## config.mk

```make
export PLATFORM = sky130hd
export DESIGN_NAME = ft_fifo
export DESIGN_NICKNAME = d
export VERILOG_FILES = /design/src/rtl/ft_fifo_pkg.sv /design/src/rtl/ft_sync.sv /design/src/rtl/ft_slot.sv /design/src/rtl/ft_fifo.sv
export SDC_FILE = /design/constraint.sdc
export NUM_CORES = 1
export LEC_CHECK = 0
export ABC_AREA = 1
export BUFFER_PORTS_ARGS = -buffer_cell sky130_fd_sc_hd__buf_4
export CAP_MARGIN = 20
export CORE_MARGIN = 2
export CORE_UTILIZATION = 25
export CTS_CLUSTER_SIZE = 14
export DETAILED_ROUTE_END_ITERATION = 10
export GPL_TIMING_DRIVEN = 0
export HOLD_SLACK_MARGIN = 0.06
export PLACE_DENSITY_LB_ADDON = 0.1
export SETUP_SLACK_MARGIN = 0.02
export SYNTH_ARGS = -nofsm -noshare
export SYNTH_HDL_FRONTEND = slang
export SYNTH_SLANG_ARGS = --single-unit
export TNS_END_PERCENT = 100
```

## constraint.sdc

```tcl
create_clock -name clk_i -period 1.5 [get_ports clk_i]
set_input_delay 0.45 -clock clk_i [delete_from_list [all_inputs] [get_ports clk_i]]
set_output_delay 0.45 -clock clk_i [all_outputs]
set_load 0.05 [all_outputs]
```

## src/rtl/ft_fifo_pkg.sv

```systemverilog
package ft_fifo_pkg;
  // per-slot control: take a word from above, hand the held word on
  typedef struct packed {
    logic load;
    logic drop;
  } slot_ctl_t;
endpackage

```

## src/rtl/ft_sync.sv

```systemverilog
module ft_sync #(
  parameter int unsigned W      = 1,
  parameter int unsigned STAGES = 2
) (
  input  logic         clk_i,
  input  logic         rst_ni,
  input  logic [W-1:0] d_i,
  output logic [W-1:0] q_o
);
  localparam int unsigned BITS = W * STAGES;

  logic [BITS-1:0] sh_q;

  generate
    if (STAGES == 1) begin : g_one
      always_ff @(posedge clk_i or negedge rst_ni) begin
        if (!rst_ni) sh_q <= '0;
        else         sh_q <= d_i;
      end
    end else begin : g_many
      always_ff @(posedge clk_i or negedge rst_ni) begin
        if (!rst_ni) sh_q <= '0;
        else         sh_q <= {sh_q[BITS-W-1:0], d_i};
      end
    end
  endgenerate

  assign q_o = sh_q[BITS-1 -: W];
endmodule

```

## src/rtl/ft_slot.sv

```systemverilog
module ft_slot
  import ft_fifo_pkg::*;
#(
  parameter int unsigned W = 5
) (
  input  logic         clk_i,
  input  logic         rst_ni,
  input  slot_ctl_t    ctl_i,
  input  logic [W-1:0] d_i,
  output logic         valid_o,
  output logic [W-1:0] q_o
);
  always_ff @(posedge clk_i or negedge rst_ni) begin
    if (!rst_ni) begin
      valid_o <= 1'b0;
      q_o     <= '0;
    end else if (ctl_i.load) begin
      valid_o <= 1'b1;
      q_o     <= d_i;
    end else if (ctl_i.drop) begin
      valid_o <= 1'b0;   // data kept: last word stays visible
    end
  end

  // a word never lands on an occupied slot
  assert_no_clobber_R5: assert property (@(posedge clk_i) disable iff (!rst_ni)
    ctl_i.load |-> !valid_o);
  // a slot never loses its word without handing it on
  assert_no_silent_loss_R5: assert property (@(posedge clk_i) disable iff (!rst_ni)
    (valid_o && !ctl_i.drop) |=> valid_o);
endmodule

```

## src/rtl/ft_fifo.sv

```systemverilog
module ft_fifo
  import ft_fifo_pkg::*;
#(
  parameter int unsigned DATA_W      = 5,
  parameter int unsigned DEPTH       = 64,
  parameter int unsigned SYNC_STAGES = 2
) (
  input  logic              clk_i,
  input  logic              rst_ni,
  input  logic              shift_in_i,
  input  logic [DATA_W-1:0] data_i,
  output logic              in_ready_o,
  input  logic              shift_out_i,
  output logic              out_ready_o,
  output logic [DATA_W-1:0] data_o,
  input  logic              out_en_ni,
  output logic              data_oe_o
);
  localparam int unsigned LAST = DEPTH - 1;

  logic              si_s, so_s;
  logic [DATA_W-1:0] din_s;
  logic [DEPTH-1:0]  valid;
  logic [DATA_W-1:0] word [DEPTH];
  logic [LAST-1:0]   adv;
  logic              in_hold_q, taken_q;
  logic              capture, release_w;
  slot_ctl_t         ctl [DEPTH];

  // strobe and data share one synchronizer to stay aligned
  ft_sync #(.W(DATA_W + 1), .STAGES(SYNC_STAGES)) u_in_sync (
    .clk_i (clk_i),
    .rst_ni(rst_ni),
    .d_i   ({shift_in_i, data_i}),
    .q_o   ({si_s, din_s})
  );

  ft_sync #(.W(1), .STAGES(SYNC_STAGES)) u_out_sync (
    .clk_i (clk_i),
    .rst_ni(rst_ni),
    .d_i   (shift_out_i),
    .q_o   (so_s)
  );

  assign capture   = si_s && !valid[0] && !in_hold_q;
  assign release_w = taken_q && !so_s;

  always_comb begin
    for (int i = 0; i < int'(LAST); i++) begin
      adv[i] = valid[i] && !valid[i+1];
    end
    adv[0] = adv[0] && !in_hold_q;   // input word waits for strobe low
  end

  generate
    for (genvar i = 0; i < int'(DEPTH); i++) begin : g_slot
      logic [DATA_W-1:0] d_in;
      if (i == 0) begin : g_head
        assign ctl[i].load = capture;
        assign d_in        = din_s;
      end else begin : g_body
        assign ctl[i].load = adv[i-1];
        assign d_in        = word[i-1];
      end
      if (i == int'(LAST)) begin : g_tail
        assign ctl[i].drop = release_w;
      end else begin : g_pass
        assign ctl[i].drop = adv[i];
      end
      ft_slot #(.W(DATA_W)) u_slot (
        .clk_i  (clk_i),
        .rst_ni (rst_ni),
        .ctl_i  (ctl[i]),
        .d_i    (d_in),
        .valid_o(valid[i]),
        .q_o    (word[i])
      );
    end
  endgenerate

  always_ff @(posedge clk_i or negedge rst_ni) begin
    if (!rst_ni) begin
      in_hold_q <= 1'b0;
      taken_q   <= 1'b0;
    end else begin
      if (capture)   in_hold_q <= 1'b1;
      else if (!si_s) in_hold_q <= 1'b0;
      if (release_w) taken_q <= 1'b0;
      else if (so_s && valid[LAST]) taken_q <= 1'b1;
    end
  end

  assign in_ready_o  = !valid[0];
  assign out_ready_o = valid[LAST] && !taken_q;
  assign data_oe_o   = !out_en_ni;
  assign data_o      = out_en_ni ? '0 : word[LAST];

  assert_load_drops_ready_R2: assert property (@(posedge clk_i) disable iff (!rst_ni)
    capture |=> !in_ready_o);
  assert_input_held_R3: assert property (@(posedge clk_i) disable iff (!rst_ni)
    (in_hold_q && si_s) |=> (valid[0] && $stable(word[0])));
  assert_take_drops_ready_R4: assert property (@(posedge clk_i) disable iff (!rst_ni)
    (out_ready_o && so_s) |=> !out_ready_o);
  assert_untaken_stays_R4: assert property (@(posedge clk_i) disable iff (!rst_ni)
    (valid[LAST] && !taken_q) |=> valid[LAST]);
  assert_last_word_kept_R8: assert property (@(posedge clk_i) disable iff (!rst_ni)
    !adv[LAST-1] |=> $stable(word[LAST]));
  always_comb begin
    if (out_en_ni) assert_disabled_bus_R10: assert (data_o == '0 && !data_oe_o);
  end
endmodule

```

* Word-level counts from Yosys, hierarchy flattened *
Index checks and enable logic that the tools add are counted.
W data, S select, Z words.

storage, ports and cells
  bits in registers = 400
  output and inout port bits = 8

operators by class
  equal/unequal tests = 1
  muxes and demuxes = 133
  reductions and logical operators = 202

operators with widths
  kind                  count
  $mux W1               132
  $reduce_bool A2 Y1    65
  $logic_and A1 B1 Y1   69
  $logic_not A1 Y1      68
  $mux W5               1
  $ne A2 B2 Y1 const B  1

* Logic depth before layout (Yosys ltp) *
  depth in word-level cells = 5
  depth in mapped cells = 5

* Modules after synthesis *
A second synthesis with hierarchy kept.

second synthesis, totals
  cell total of the unflattened synthesis = 1772
  area total of the unflattened synthesis = 15183.3 um2

modules (own cells, without submodules)
  module                times used  cells an instance  area an instance (um2)
  ft_slot               64          25                 221.5
  ft_fifo               1           152                614.3
  ft_sync (u_in_sync)   1           18                 345.3
  ft_sync (u_out_sync)  1           2                  50.0

* Worst setup path after synthesis *
Ideal clock, no wire load.

  path kind = input -> output
  start = input port out_en_ni
  end = output port data_o[0]
  arrival time = 1.104 ns
  path slack = -0.054 ns
  stages on the path = 1
  buffers on the path = 0
  cells stage by stage = nor2_1

on the way
  cells in the longest elaborated chain, start to end = 1

RTL lines
  element             line           RTL
  start: declaration  ft_fifo.sv:16  input logic out_en_ni,
  $mux W5             ft_fifo.sv:96  assign data_o = out_en_ni ? '0 : word[LAST];
  end: declaration    ft_fifo.sv:15  output logic [DATA_W-1:0] data_o,

No other way between the ends.

* Final worst setup path *
  start = register taken_q
  end = output port out_ready_o

on the way
  cells in the longest elaborated chain, start to end = 2

RTL lines
  element                   line           RTL
  start: declaration        ft_fifo.sv:26  logic in_hold_q, taken_q;
  start signal: assignment  ft_fifo.sv:84  taken_q <= 1'b0;
  start signal: assignment  ft_fifo.sv:88  if (release_w) taken_q <= 1'b0;
  start signal: assignment  ft_fifo.sv:89  else if (so_s && valid[LAST]) taken_q <= 1'b1;
  $logic_not A1 Y1          ft_fifo.sv:94  assign out_ready_o = valid[LAST] && !taken_q;
  $logic_and A1 B1 Y1       ft_fifo.sv:94
  end: declaration          ft_fifo.sv:14  output logic out_ready_o,

No other way between the ends.

==> reports/qor.csv <==
metric,value,unit
Placeable Area,59000,µm²
multi-input logic area,4670,µm²
share of cells above drive strength 1,11.4,%
pre-CTS setup slack,-503,ps
worst-margin pin slew,603,ps
DP Area,16200,µm²
"CTS clk-pin slew, worst paths",60,ps
M1 GR Usage,13.2,%
synthesis-to-finish area growth,21.0,%
chip height,248,µm
minimum clock period,1690,ps
DR iter-0 viols,517,
antenna cells,0,
gr ovfl total,0,
global routing usage on met3,2.06,%
Port Buf Inserts,17,
nets@finish,1673,
clk buf depth,3,
Cell Pwr Density,1560,nW/µm²
clk root buf,clkbuf_16,
FP Rows,89,
Worst Skew,20.1,ps
gate count of the mapped netlist,1572,
IO Pins,18,
Switching Share,27.9,%
relative slew slack,59.8,%
Post-Syn Area,14900,µm²
Die Width,248,µm
Int Power,20.3,mW
clock power share,43.0,%
hold crit path type,input pin to async pin,
Synthesized Nets,1582,
f_max,592,MHz
vias in the first global route,10881,
CTS tree,yes,
RSZ-0062 raised after global routing,yes,
Startpoint Class,register,
P_sw,7.89,mW
Flop pwr share,46.0,%
WL final,29.5,mm
first-pass GRT wire length,51.8,mm
DRT antenna net count,0,
"Seq/Total Area, Yosys",67.0,%
Top Usage Layer GRT,met2,
syn avg cell area,9.50,µm²
register area,10000,µm²
yosys warns,0,
combinational cell fraction of total power,11.1,%
Post-Layout Inst Area,18100,µm²
Wirelength per Cell,11.9,µm
Post-Route Setup TNS,-1020,ps
failing checks,"hold timing, setup timing",
Starting Density,25.3,%
Synth cell types,16,
"Data required, critical path",1050,ps
setup slack after layout,-189,ps
initial antenna violation count,0,
met2 Use GR,15.0,%
clk_lat worst skew,570,ps
gr usage total,9.67,%
crit path max fanout,2,
Fin. Hold Viols,111,
Leak Pwr,9.51,nW
WS Path Type,register to output port,
detailed placer's ending HPWL,18.2,mm
DRC violations left,0,
final period utilization,113,%
Max VDD drop,0.000729,V
Critical Path AT,1240,ps
routability cong.,0.669,
Worst Setup End Kind,output port,
drt via density,4.26,
max-capacitance violation count,0,
Total Die Area,61700,µm²
vias,10520,
First-pass DRT Iterations,6,
Num CTS Buffers,48,
clk sinks,400,
Layout fillers,6191,
hold_buf cts,7,
fin. max-slew vios,0,
final setup violation count,7,
largest net degree at the start of global routing,115,
htree depth,2,
status,"finished, violations left",
Yosys reg bits,400,
hold slack,-311,ps
-- stage by stage --
step	cells	hold slack [ps]	utilization [%]	total power [mW]
after floorplan	1572	154	-	15.0
after global placement	2362	333	27.2	16.2
after detailed placement	2366	255	27.4	16.3
after CTS	2468	-369	30.5	28.9
after global routing	2472	-343	30.6	30.0
final	2472	-311	30.6	28.2
-- synthesized netlist by cell type --
| master | count | area share [%] |
|---|---|---|
| nand3_2 | 2 | 0.13 |
| dfrtp_1 | 400 | 67 |
| nand2_2 | 1 | 0.042 |
| nand2_1 | 703 | 18 |
| nor2_1 | 6 | 0.15 |
| o211ai_1 | 1 | 0.050 |
| a21boi_0 | 1 | 0.050 |
| o21ai_1 | 1 | 0.033 |
| nand3_1 | 310 | 10 |
| o21ai_0 | 62 | 2.1 |
| inv_2 | 64 | 1.6 |
| buf_6 | 1 | 0.075 |
| buf_2 | 2 | 0.067 |
| nand4_1 | 10 | 0.42 |
| o21a_1 | 1 | 0.050 |
| inv_1 | 7 | 0.18 |
-- worst paths after layout --
kind / startpoint / end / slack (ps) / depth (start not counted)
max: taken_q$_DFFE_PN0P_ / out_ready_o / -190 / 2
min: rst_ni / g_slot[41].u_slot.q_o[1]$_DFFE_PN0P_ / -310 / 1
max reg2reg: g_slot[63].u_slot.valid_o$_DFFE_PN0P_ / g_slot[63].u_slot.valid_o$_DFFE_PN0P_ / 370 / 5
min reg2reg: u_in_sync.sh_q[5]$_DFF_PN0_ / u_in_sync.sh_q[11]$_DFF_PN0_ / 350 / 0
max in group asynchronous: rst_ni / g_slot[20].u_slot.valid_o$_DFFE_PN0P_ / 370 / 4
min in group clk_i: u_in_sync.sh_q[5]$_DFF_PN0_ / u_in_sync.sh_q[11]$_DFF_PN0_ / 350 / 0
-- kinds of logic (layout without fill, tap and decap cells) --
family	after synthesis	count (layout)	synth area share, %
buffers and inverters	74	201	1.93
AO/OA/AOI/OAI	66	66	2.26
AND/OR/NAND/NOR	1032	1032	28.8
flip-flops	400	400	67.0
-- layout by cell type (no fill, tap or decap), drive strengths merged --
cell type / count
nor2: 6
o21a: 1
dlygate4sd3: 7
nand2: 704
inv: 71
buf: 36
nand4: 10
clkinv: 12
o21ai: 63
dfrtp: 400
clkbuf: 69
bufinv: 6
nand3: 312
o211ai: 1
a21boi: 1
-- metal layers --
layer	wire [µm]	part of all wire [%]	vias up
li1	-	-	5340
met1	14700	50	5024
met2	13000	44	102
met3	1030	3.5	54
met4	772	2.6	0
met5	0	0	-
-- power groups by stage --
| stage | clock [mW] | combinational [mW] | sequential [mW] |
|---|---|---|---|
| CTS | 12.7 | 3.27 | 13.0 |
| floorplan | 0 | 2.18 | 12.9 |
| global placement | 0 | 3.05 | 13.2 |
| global route | 13.1 | 3.71 | 13.2 |
| finish | 12.1 | 3.13 | 13.0 |
| detailed placement | 0 | 3.13 | 13.2 |
-- cell type report --
| cell class | count | share of cell area [%] |
|---|---|---|
| sequential | 400 | 55.4 |
| multi-input combinational | 1098 | 25.8 |
| clock buffer | 68 | 7.90 |
| tap | 773 | 5.35 |
| timing repair buffer | 42 | 2.61 |
| inverter | 71 | 1.50 |
| clock inverter | 18 | 1.35 |
| buffer | 2 | 0.0900 |
-- what timing repair did --
item                                   CTS  global route
buffers inserted                         9             4
pin swaps                                0             0
gates resized for setup                 13             7
setup endpoints to repair                7           101
gates cloned                             0             1
endpoints found under the hold margin  118           111
-- sequential cells by signal, indices dropped and copies added (netlist names) --
| signal | flops |
|---|---|
| in_hold_q | 1 |
| u_in_sync.sh_q | 12 |
| taken_q | 1 |
| g_slot.u_slot.q_o | 320 |
| u_out_sync.sh_q | 2 |
| g_slot.u_slot.valid_o | 64 |
-- critical path, stage by stage, from the launching register on --
cell	delay, ps
dfrtp_1	410
nor2_4	120
buf_6	160
Power figures use the tool's default switching activity.
